$ cat src/rtl/pcp_pkg.sv
package pcp_pkg;

   typedef enum logic {
      DIR_RD = 1'b0,
      DIR_WR = 1'b1
   } pcp_dir_e;

   function automatic int idx_width(input int n);
      return (n > 1) ? $clog2(n) : 1;
   endfunction

endpackage

$ cat src/rtl/pcp_rule_reg.sv
module pcp_rule_reg #(
   parameter int ID_W     = 16,
   parameter int SEL_W    = 1,
   parameter int RULE_IDX = 0
) (
   input  logic             clk,
   input  logic             rst_n,
   input  logic             cfg_we,
   input  logic [SEL_W-1:0] cfg_sel,
   input  logic             cfg_en,
   input  logic [ID_W-1:0]  cfg_id,
   input  logic [ID_W-1:0]  cfg_mask,
   output logic             rule_en,
   output logic [ID_W-1:0]  rule_id,
   output logic [ID_W-1:0]  rule_mask
);

   logic wr_this;
   assign wr_this = cfg_we && (cfg_sel == SEL_W'(RULE_IDX));

   always_ff @(posedge clk or negedge rst_n) begin
      if (!rst_n) begin
         rule_en   <= 1'b0;
         rule_id   <= '0;
         rule_mask <= '0;
      end else if (wr_this) begin
         rule_en   <= cfg_en;
         rule_id   <= cfg_id;
         rule_mask <= cfg_mask;
      end
   end


   rule_load_chk: assert property (@(posedge clk) disable iff (!rst_n)
      wr_this |=> (rule_en == $past(cfg_en)) && (rule_id == $past(cfg_id))
                  && (rule_mask == $past(cfg_mask)));


   rule_keep_chk: assert property (@(posedge clk) disable iff (!rst_n)
      !wr_this |=> $stable(rule_en) && $stable(rule_id) && $stable(rule_mask));

endmodule

$ cat src/rtl/pcp_entry_match.sv
module pcp_entry_match #(
   parameter int ID_W      = 16,
   parameter int NUM_RULES = 2
) (
   input  logic                      ent_valid,
   input  logic                      ent_dir,
   input  logic                      snap_dir,
   input  logic [ID_W-1:0]           ent_id,
   input  logic [NUM_RULES-1:0]      rule_en,
   input  logic [NUM_RULES*ID_W-1:0] rule_id,
   input  logic [NUM_RULES*ID_W-1:0] rule_mask,
   output logic                      qual
);

   logic [NUM_RULES-1:0] rule_hit;

   for (genvar r = 0; r < NUM_RULES; r++) begin : g_rule
      logic [ID_W-1:0] diff;
      assign diff        = (ent_id ^ rule_id[r*ID_W +: ID_W]) & rule_mask[r*ID_W +: ID_W];
      assign rule_hit[r] = rule_en[r] && (diff == '0);
   end

   assign qual = ent_valid && (ent_dir == snap_dir) && (|rule_hit);

endmodule

$ cat src/rtl/pcp_oldest_pick.sv
module pcp_oldest_pick #(
   parameter int NUM_ENT = 8,
   parameter int IDX_W   = 3,
   parameter bit ONEHOT  = 1'b1
) (
   input  logic [NUM_ENT-1:0] req,
   output logic               found,
   output logic [IDX_W-1:0]   idx
);

   assign found = |req;

   if (ONEHOT) begin : g_onehot
      logic [NUM_ENT-1:0] lowest;
      assign lowest = req & (~req + NUM_ENT'(1));
      always_comb begin
         idx = '0;
         for (int k = 0; k < NUM_ENT; k++) begin
            if (lowest[k]) idx = idx | IDX_W'(k);
         end
      end
   end else begin : g_scan
      always_comb begin
         idx = '0;
         for (int k = NUM_ENT - 1; k >= 0; k--) begin
            if (req[k]) idx = IDX_W'(k);
         end
      end
   end

endmodule

$ cat src/rtl/prio_cmd_picker.sv
module prio_cmd_picker #(
   parameter int NUM_ENT    = 8,
   parameter int ID_W       = 16,
   parameter int NUM_RULES  = 2,
   parameter bit PICK_ONEHOT = 1'b1,
   localparam int IDX_W     = pcp_pkg::idx_width(NUM_ENT),
   localparam int SEL_W     = pcp_pkg::idx_width(NUM_RULES)
) (
   input  logic                    clk,
   input  logic                    rst_n,
   input  logic                    cfg_we,
   input  logic [SEL_W-1:0]        cfg_sel,
   input  logic                    cfg_en,
   input  logic [ID_W-1:0]         cfg_id,
   input  logic [ID_W-1:0]         cfg_mask,
   input  logic                    snap_dir,
   input  logic                    issue_i,
   input  logic [IDX_W-1:0]        norm_idx_i,
   input  logic [NUM_ENT-1:0]      ent_valid_i,
   input  logic [NUM_ENT-1:0]      ent_dir_i,
   input  logic [NUM_ENT*ID_W-1:0] ent_id_i,
   output logic                    prio_hit_o,
   output logic [IDX_W-1:0]        sel_idx_o
);

   if (NUM_ENT < 1) begin : g_bad_ent
      $error("NUM_ENT must be at least 1");
   end
   if (NUM_RULES < 1) begin : g_bad_rules
      $error("NUM_RULES must be at least 1");
   end
   if (ID_W < 1) begin : g_bad_id
      $error("ID_W must be at least 1");
   end

   logic [NUM_RULES-1:0]      rule_en;
   logic [NUM_RULES*ID_W-1:0] rule_id;
   logic [NUM_RULES*ID_W-1:0] rule_mask;

   for (genvar r = 0; r < NUM_RULES; r++) begin : g_rules
      pcp_rule_reg #(
         .ID_W     (ID_W),
         .SEL_W    (SEL_W),
         .RULE_IDX (r)
      ) u_rule (
         .clk       (clk),
         .rst_n     (rst_n),
         .cfg_we    (cfg_we),
         .cfg_sel   (cfg_sel),
         .cfg_en    (cfg_en),
         .cfg_id    (cfg_id),
         .cfg_mask  (cfg_mask),
         .rule_en   (rule_en[r]),
         .rule_id   (rule_id[r*ID_W +: ID_W]),
         .rule_mask (rule_mask[r*ID_W +: ID_W])
      );
   end

   logic [NUM_ENT-1:0] qual_vec;

   for (genvar e = 0; e < NUM_ENT; e++) begin : g_ent
      pcp_entry_match #(
         .ID_W      (ID_W),
         .NUM_RULES (NUM_RULES)
      ) u_match (
         .ent_valid (ent_valid_i[e]),
         .ent_dir   (ent_dir_i[e]),
         .snap_dir  (snap_dir),
         .ent_id    (ent_id_i[e*ID_W +: ID_W]),
         .rule_en   (rule_en),
         .rule_id   (rule_id),
         .rule_mask (rule_mask),
         .qual      (qual_vec[e])
      );
   end

   logic             pick_found;
   logic [IDX_W-1:0] pick_idx;

   pcp_oldest_pick #(
      .NUM_ENT (NUM_ENT),
      .IDX_W   (IDX_W),
      .ONEHOT  (PICK_ONEHOT)
   ) u_pick (
      .req   (qual_vec),
      .found (pick_found),
      .idx   (pick_idx)
   );

   logic [NUM_ENT-1:0] below_pick;
   assign below_pick = (NUM_ENT'(1) << pick_idx) - NUM_ENT'(1);


   lowest_first_chk: assert property (@(posedge clk) disable iff (!rst_n)
      pick_found |-> qual_vec[pick_idx] && ((qual_vec & below_pick) == '0));

   always_ff @(posedge clk or negedge rst_n) begin
      if (!rst_n) begin
         prio_hit_o <= 1'b0;
         sel_idx_o  <= '0;
      end else if (issue_i) begin
         prio_hit_o <= pick_found;
         sel_idx_o  <= pick_found ? pick_idx : norm_idx_i;
      end else begin
         prio_hit_o <= 1'b0;
      end
   end


   hit_after_issue_chk: assert property (@(posedge clk) disable iff (!rst_n)
      prio_hit_o |-> $past(issue_i));


   promote_seen_chk: assert property (@(posedge clk) disable iff (!rst_n)
      (issue_i && (|qual_vec)) |=> prio_hit_o);


   fallback_chk: assert property (@(posedge clk) disable iff (!rst_n)
      (issue_i && !(|qual_vec)) |=> !prio_hit_o && (sel_idx_o == $past(norm_idx_i)));

endmodule

$ cat config.mk
export PLATFORM = sky130hd
export DESIGN_NAME = prio_cmd_picker
export DESIGN_NICKNAME = d
export VERILOG_FILES = /design/src/rtl/pcp_pkg.sv /design/src/rtl/pcp_rule_reg.sv /design/src/rtl/pcp_entry_match.sv /design/src/rtl/pcp_oldest_pick.sv /design/src/rtl/prio_cmd_picker.sv
export SDC_FILE = /design/constraint.sdc
export NUM_CORES = 1
export LEC_CHECK = 0
export ABC_AREA = 1
export BUFFER_PORTS_ARGS = -buffer_cell sky130_fd_sc_hd__buf_2
export CORE_ASPECT_RATIO = 1.2
export CORE_MARGIN = 2
export CORE_UTILIZATION = 50
export CTS_CLUSTER_DIAMETER = 200
export DETAILED_ROUTE_END_ITERATION = 8
export PLACE_DENSITY = 0.89
export SETUP_SLACK_MARGIN = 0.02
export SKIP_CTS_REPAIR_TIMING = 1
export SYNTH_ARGS = -nofsm -noshare
export SYNTH_HDL_FRONTEND = slang
export SYNTH_SLANG_ARGS = --single-unit
$ cat constraint.sdc
create_clock -name clk -period 1.5 [get_ports clk]
set_input_delay 0 -clock clk [delete_from_list [all_inputs] [get_ports clk]]
set_output_delay 0 -clock clk [all_outputs]
set_load 0.01 [all_outputs]
# Yosys cells after proc, flatten, opt, wreduce, memory -nomap -nowiden
# Cells that the tools add are included.
# W data, S select, Z words.
dict set report op_classes {
  add_sub_neg 1
  n_eq_ne 8
  muxes 9
  bitwise 35
  reduce_logical 59
}
# op n
set ops {}
lappend ops {{$and A16 B16 Y16} 16}
lappend ops {{$logic_not A16 Y1} 16}
lappend ops {{$xor A16 B16 Y16} 16}
lappend ops {{$logic_and A1 B1 Y1} 34}
lappend ops {{$reduce_or A2 Y1} 8}
lappend ops {{$mux W3} 5}
lappend ops {{$add A8 B1 Y8 const B} 1}
lappend ops {{$and A8 B8 Y8} 1}
lappend ops {{$eq A1 B1 Y1} 8}
lappend ops {{$not A8 Y8} 1}
lappend ops {{$reduce_or A8 Y1} 1}
lappend ops {{$mux W2} 2}
lappend ops {{$mux W1} 2}
lappend ops {{$not A1 Y1} 1}
dict set report totals {
  register_bits 70
  input_bits 186
  out_inout_bits 4
}

# Longest topological paths before layout
dict set report depth {
  ltp_word 17
  mapped_depth 18
  depth_no_buf 17
}

# Cells and area by module
# From an unflattened synthesis, not the netlist that was laid out.
dict set report unflattened {
  hier_cells 1534
  hier_area_um2 8110.3
}
# mod instances cells_each area_each_um2
set modules_own_cells {}
lappend modules_own_cells {pcp_entry_match 8 149 631.9}
lappend modules_own_cells {{pcp_rule_reg (g_rules[1].u_rule)} 1 144 1412.6}
lappend modules_own_cells {{pcp_rule_reg (g_rules[0].u_rule)} 1 144 1336.3}
lappend modules_own_cells {prio_cmd_picker 1 29 197.7}
lappend modules_own_cells {pcp_oldest_pick 1 25 108.9}

# Least setup slack after synthesis
# No wires, ideal clock.
dict set report synth_timing {
  path_type {register to register}
  startpoint {register g_rules[0].u_rule.rule_id[15]}
  endpoint {register sel_idx_o[0]}
  arrival_time_ns 1.513
  required_ns 1.384
  setup_slack_ns -0.129
  path_stages_with_launch 17
  n_path_buf 2
  period_less_slack_ns 1.629
  path_cell_list {dfrtp_1 -> buf_4 -> buf_6 -> nand2_1 -> nand2_1 -> o21ai_1 -> nor3_1 -> nand3_1 -> nand2_1 -> nand2_1 -> nand2_4 -> nor2_2 -> nand2_2 -> nand2_2 -> nand2_1 -> nand2_1 -> nand2_1}
}
dict set report synth_via {
  elab_chain_cells 17
  word_cells_on_any_way 60
  cone_classes {add/sub: 1; mux: 8; bitwise: 18; reduce/logical: 33}
}
# item line
set synth_rtl {}
lappend synth_rtl {{from (decl)} pcp_rule_reg.sv:14} ;# output logic [ID_W-1:0] rule_id,
lappend synth_rtl {{from (signal assigned)} pcp_rule_reg.sv:28} ;# rule_id <= cfg_id;
lappend synth_rtl {{$xor A16 B16 Y16} pcp_entry_match.sv:19} ;# assign diff = (ent_id ^ rule_id[r*ID_W +: ID_W]) & rule_mask[r*ID_W +: ID_W];
lappend synth_rtl {{$and A16 B16 Y16} pcp_entry_match.sv:19}
lappend synth_rtl {{$logic_not A16 Y1} pcp_entry_match.sv:20} ;# assign rule_hit[r] = rule_en[r] && (diff == '0);
lappend synth_rtl {{$logic_and A1 B1 Y1} pcp_entry_match.sv:20}
lappend synth_rtl {{$reduce_or A2 Y1} pcp_entry_match.sv:23} ;# assign qual = ent_valid && (ent_dir == snap_dir) && (|rule_hit);
lappend synth_rtl {{$logic_and A1 B1 Y1} pcp_entry_match.sv:23}
lappend synth_rtl {{$not A8 Y8} pcp_oldest_pick.sv:15} ;# assign lowest = req & (~req + NUM_ENT'(1));
lappend synth_rtl {{$add A8 B1 Y8} pcp_oldest_pick.sv:15}
lappend synth_rtl {{$and A8 B8 Y8} pcp_oldest_pick.sv:15}
lappend synth_rtl {{$mux W1} pcp_oldest_pick.sv:19} ;# if (lowest[k]) idx = idx | IDX_W'(k);
lappend synth_rtl {{$mux W2 (2 in series)} pcp_oldest_pick.sv:19}
lappend synth_rtl {{$mux W3 (4 in series)} pcp_oldest_pick.sv:19}
lappend synth_rtl {{$mux W3 (*)} prio_cmd_picker.sv:103} ;# sel_idx_o <= pick_found ? pick_idx : norm_idx_i;
lappend synth_rtl {{to (signal assigned)} prio_cmd_picker.sv:103}
lappend synth_rtl {{to (decl)} prio_cmd_picker.sv:23} ;# output logic [IDX_W-1:0] sel_idx_o
# Mark *: on every way between the ends. The rest lies on a longest branch, timed or not.
# A chain may end at the register's enable or synchronous reset.

# Worst setup path in the final report
dict set report layout_timing {
  startpoint {register g_rules[1].u_rule.rule_id[5]}
  endpoint {register sel_idx_o[0]}
}
dict set report layout_via {
  elab_chain_cells 17
  word_cells_on_any_way 60
  cone_classes {add/sub: 1; mux: 8; bitwise: 18; reduce/logical: 33}
}
# item line
set layout_rtl {}
lappend layout_rtl {{from (decl)} pcp_rule_reg.sv:14}
lappend layout_rtl {{from (signal assigned)} pcp_rule_reg.sv:28}
lappend layout_rtl {{$xor A16 B16 Y16} pcp_entry_match.sv:19}
lappend layout_rtl {{$and A16 B16 Y16} pcp_entry_match.sv:19}
lappend layout_rtl {{$logic_not A16 Y1} pcp_entry_match.sv:20}
lappend layout_rtl {{$logic_and A1 B1 Y1} pcp_entry_match.sv:20}
lappend layout_rtl {{$reduce_or A2 Y1} pcp_entry_match.sv:23}
lappend layout_rtl {{$logic_and A1 B1 Y1} pcp_entry_match.sv:23}
lappend layout_rtl {{$not A8 Y8} pcp_oldest_pick.sv:15}
lappend layout_rtl {{$add A8 B1 Y8} pcp_oldest_pick.sv:15}
lappend layout_rtl {{$and A8 B8 Y8} pcp_oldest_pick.sv:15}
lappend layout_rtl {{$mux W1} pcp_oldest_pick.sv:19}
lappend layout_rtl {{$mux W2 (2 in series)} pcp_oldest_pick.sv:19}
lappend layout_rtl {{$mux W3 (4 in series)} pcp_oldest_pick.sv:19}
lappend layout_rtl {{$mux W3 (*)} prio_cmd_picker.sv:103}
# Marks and branches as above.

==> results summary <==
The run finished, with violations left. The final reports fail on hold timing, setup timing. The worst path uses 128% of the clock period. The synthesized net count is 1714. The wire length of the first global-routing pass came out at 44600 microns. The minimum period implied by the final worst setup slack is 1.92 ns. The filler cell count is 1421. The worst setup path is captured at a flip-flop.

The total number of placement rows is 50. The peak fanout along the critical path is 7. The mapped cell area came out at roughly 8000 sq um.

0 antenna diodes ended up in the layout. The number of H-tree levels came out at 3. Using the TritonRoute via totals, the vias-per-cell ratio works out to around 5.5. Derived from the worst setup path, the maximum achievable clock frequency is 521 MHz. The initial core utilization came out at 50.8%.

The via count of the first global-routing pass came out at between 9000 and 10000. The number of library cell types mapped by synthesis came out at 24. During I/O placement, the number of pins put on the boundary was 190.

The static leakage came out at 5.73 nW. The number of cells produced by synthesis is 1528. In this run the power density over the cells is 839 nW/um^2. The overall routing resource usage is 32.9%. The number of cells traversed by the worst register-to-register path is 15. The root buffer cell chosen for the clock tree is sky130_fd_sc_hd__clkbuf_16. Counting along the longest clock path gives a buffer depth of 2.

The worst hold path cell count is 3. Buffers placed on the I/O ports in this run total 189. After synthesis the netlist holds a flip-flop and latch count of 70. The fraction of layout cells with a size suffix above 1 is 23.1%. The final worst clock skew came out at 0.0101 ns. The floorplan step set the die width to 119 microns. The mean instance size in the synthesized netlist is about 5.2 sq um. The sum of net half-perimeters after detailed placement came out at 21600 microns. The layer flagged by global routing as most heavily used is met2.

The routed length per placed instance is 14.7 microns. The total CTS buffers came out at 9. The first detailed-routing pass ran for 9 iterations. The finished layout holds 1968 standard cells, fillers aside.

For met3 alone, demand over resource in global routing was around 5.3%. For this run, the register share of the synthesized area comes to 22.2%. The number of placed instances, taps included, is 1903. The pre-CTS setup slack came out at -0.501 ns.

The worst hold path belongs to the class primary input to flip-flop. Setup repair after global routing could not meet its margin everywhere. Entering global routing, the biggest net connects 71 pins.

The number of hold-slack violations in the final timing report is 9. The number of remaining DRC errors came out at 0. The area growth from synthesis to final layout is 29.2%. The global-route met2 utilization came out at between 50% and 60%. In this run the standard cell core region covers 15500 sq um. Data on the critical path arrives at its endpoint at 2.17 ns.

The total chip power is between 0.008 and 0.009 W. In this run the remaining antenna-violating nets after routing total 0. The worst-case IR drop observed on VDD is between 0.4 and 0.5 mV. The met1 routing resource usage after global routing is between 30% and 40%. The routed wire length came out at 29000 microns. The worst setup path is of the flip-flop to flip-flop kind.

The worst pin sits at a relative slew slack of 72.1%. STA puts the critical path data required time at 1.75 ns. The CTS tree is yes.

The clock-pin transition on the worst setup and hold timing paths came out at 0.06 ns. The clock latency on the worst-skew pair is 0.35 ns. The clock sink total is 70.

The initial antenna violation count is 0. The number of nets in the finished design came out at 1943. The die outline height is between 100 and 150 microns. The worst hold slack across all endpoints is -0.0942 ns. For the pin with the worst max-slew slack, the measured transition is approximately 0.42 ns.

Routability-driven placement finished with a final weighted congestion of 0.968. Across the run, the number of max-cap violations was 0. The die outline area came out at 16800 sq um. The violation count after the first detailed-routing iteration is 1288. Setup violations remaining at the end of the flow were counted as 4. The final max-slew violation count is 0. Summed over all layers, the global routing overflow is 0. The final setup TNS came out at -1.42 ns. The post-route worst setup slack came out at -0.421 ns.

Yosys printed 0 warnings. STA classifies the critical path startpoint as a flip-flop. The via count came out at 10727.
synth_stat cells (all sizes together):
cell | instances | area [sq um]
o21ai | 91 | 455
nor3 | 8 | 40.0
nand2 | 644 | 2450
a21oi | 24 | 120
nand3 | 211 | 1060
buf | 58 | 340
clkbuf | 22 | 82.6
dfrtp | 70 | 1750
nor2 | 205 | 780
nand4 | 9 | 56.3
inv | 164 | 616
nand3b | 2 | 15.0
or2 | 20 | 125
through the flow:
stage / hold slack, ns / utilization [%] / area (sq um)
after detailed placement: 0.0605 / 59.3 / 9200
after CTS: -0.310 / 61.2 / 9490
final: -0.0942 / 65.7 / 10200
after floorplan: -0.296 / - / 7900
after global placement: 0.0560 / 59.3 / 9200
after global routing: -0.0708 / 65.7 / 10200
final cells by class:
type / instances / area (sq um) / share of cell area (%)
timing repair buffer: 298 / 1960 / 19.2
tap: 208 / 260 / 2.55
clock buffer: 10 / 239 / 2.35
sequential: 70 / 1780 / 17.4
multi-input combinational: 1214 / 5290 / 51.9
inverter: 164 / 621 / 6.09
clock inverter: 4 / 48.8 / 0.479
registers in the layout, indices dropped and copies added (netlist names):
| name | cells |
|---|---|
| prio_hit_o | 1 |
| g_rules.u_rule.rule_en | 2 |
| g_rules.u_rule.rule_mask | 32 |
| sel_idx_o | 3 |
| g_rules.u_rule.rule_id | 32 |
worst max-delay path: stages (launching register included):
cell	delay, ns
sky130_fd_sc_hd__dfrtp_2	0.46
sky130_fd_sc_hd__buf_6	0.14
sky130_fd_sc_hd__nor2_1	0.10
sky130_fd_sc_hd__nor2_1	0.06
sky130_fd_sc_hd__nor2_1	0.14
sky130_fd_sc_hd__nand2_1	0.13
sky130_fd_sc_hd__nor2_2	0.17
sky130_fd_sc_hd__nand3_2	0.08
sky130_fd_sc_hd__nand2_1	0.06
sky130_fd_sc_hd__nand2_1	0.06
sky130_fd_sc_hd__nand2_2	0.11
sky130_fd_sc_hd__nor2_4	0.05
sky130_fd_sc_hd__nand2_2	0.08
sky130_fd_sc_hd__nand3_2	0.06
sky130_fd_sc_hd__nand2_1	0.07
sky130_fd_sc_hd__nand2_1	0.05
metal layers:
metal	part of all wire, %	vias up
met5	0	-
met4	7.0	0
met3	9.0	172
met2	48	674
met1	36	4707
li1	-	5174
cells in the final DEF, fill, tap and decap left out, types with 5 or more instances in the layout:
cell,count
sky130_fd_sc_hd__inv_1,143
sky130_fd_sc_hd__o21ai_0,80
sky130_fd_sc_hd__nor2_1,173
sky130_fd_sc_hd__nand3_1,206
sky130_fd_sc_hd__nor2_2,28
sky130_fd_sc_hd__buf_6,8
sky130_fd_sc_hd__nand4_1,9
sky130_fd_sc_hd__dfrtp_2,21
sky130_fd_sc_hd__dlygate4sd3_1,32
sky130_fd_sc_hd__buf_4,59
sky130_fd_sc_hd__nand3_2,5
sky130_fd_sc_hd__clkbuf_16,9
sky130_fd_sc_hd__nand2_2,24
sky130_fd_sc_hd__or2_2,14
sky130_fd_sc_hd__buf_12,7
sky130_fd_sc_hd__dfrtp_1,49
sky130_fd_sc_hd__a21oi_1,24
sky130_fd_sc_hd__nand2_1,618
sky130_fd_sc_hd__inv_2,19
sky130_fd_sc_hd__nor3_2,6
sky130_fd_sc_hd__buf_2,190
sky130_fd_sc_hd__o21ai_1,11
path summary, 6_finish.rpt:
check	start	end	slack [ns]
worst max-delay path	g_rules[1].u_rule.rule_id[5]	sel_idx_o[0]	-0.42
worst min-delay path	issue_i	prio_hit_o	-0.09
worst max register to register	g_rules[1].u_rule.rule_id[5]	sel_idx_o[0]	-0.42
worst min register to register	sel_idx_o[0]	sel_idx_o[0]	0.49
max in group asynchronous	rst_n	g_rules[0].u_rule.rule_id[3]	0.93
min in group asynchronous	rst_n	g_rules[1].u_rule.rule_mask[14]	0.21
where the power goes:
group / internal, W / switching (W) / leakage, nW
combinational: 0.00152 / 0.00218 / 4.75
clock: 0.00131 / 0.000870 / 0.144
sequential: 0.00214 / 0.000533 / 0.842
cells by family after synthesis:
logic type             after synthesis  share of synthesized area, %
and+or+nand+nor                   1099                          57.3
DFF                                 70                          22.2
AOI/OAI and AO/OA                  115                          7.30
buffers and inverters              244                          13.2
No activity file was read; power rests on OpenSTA's default activity.
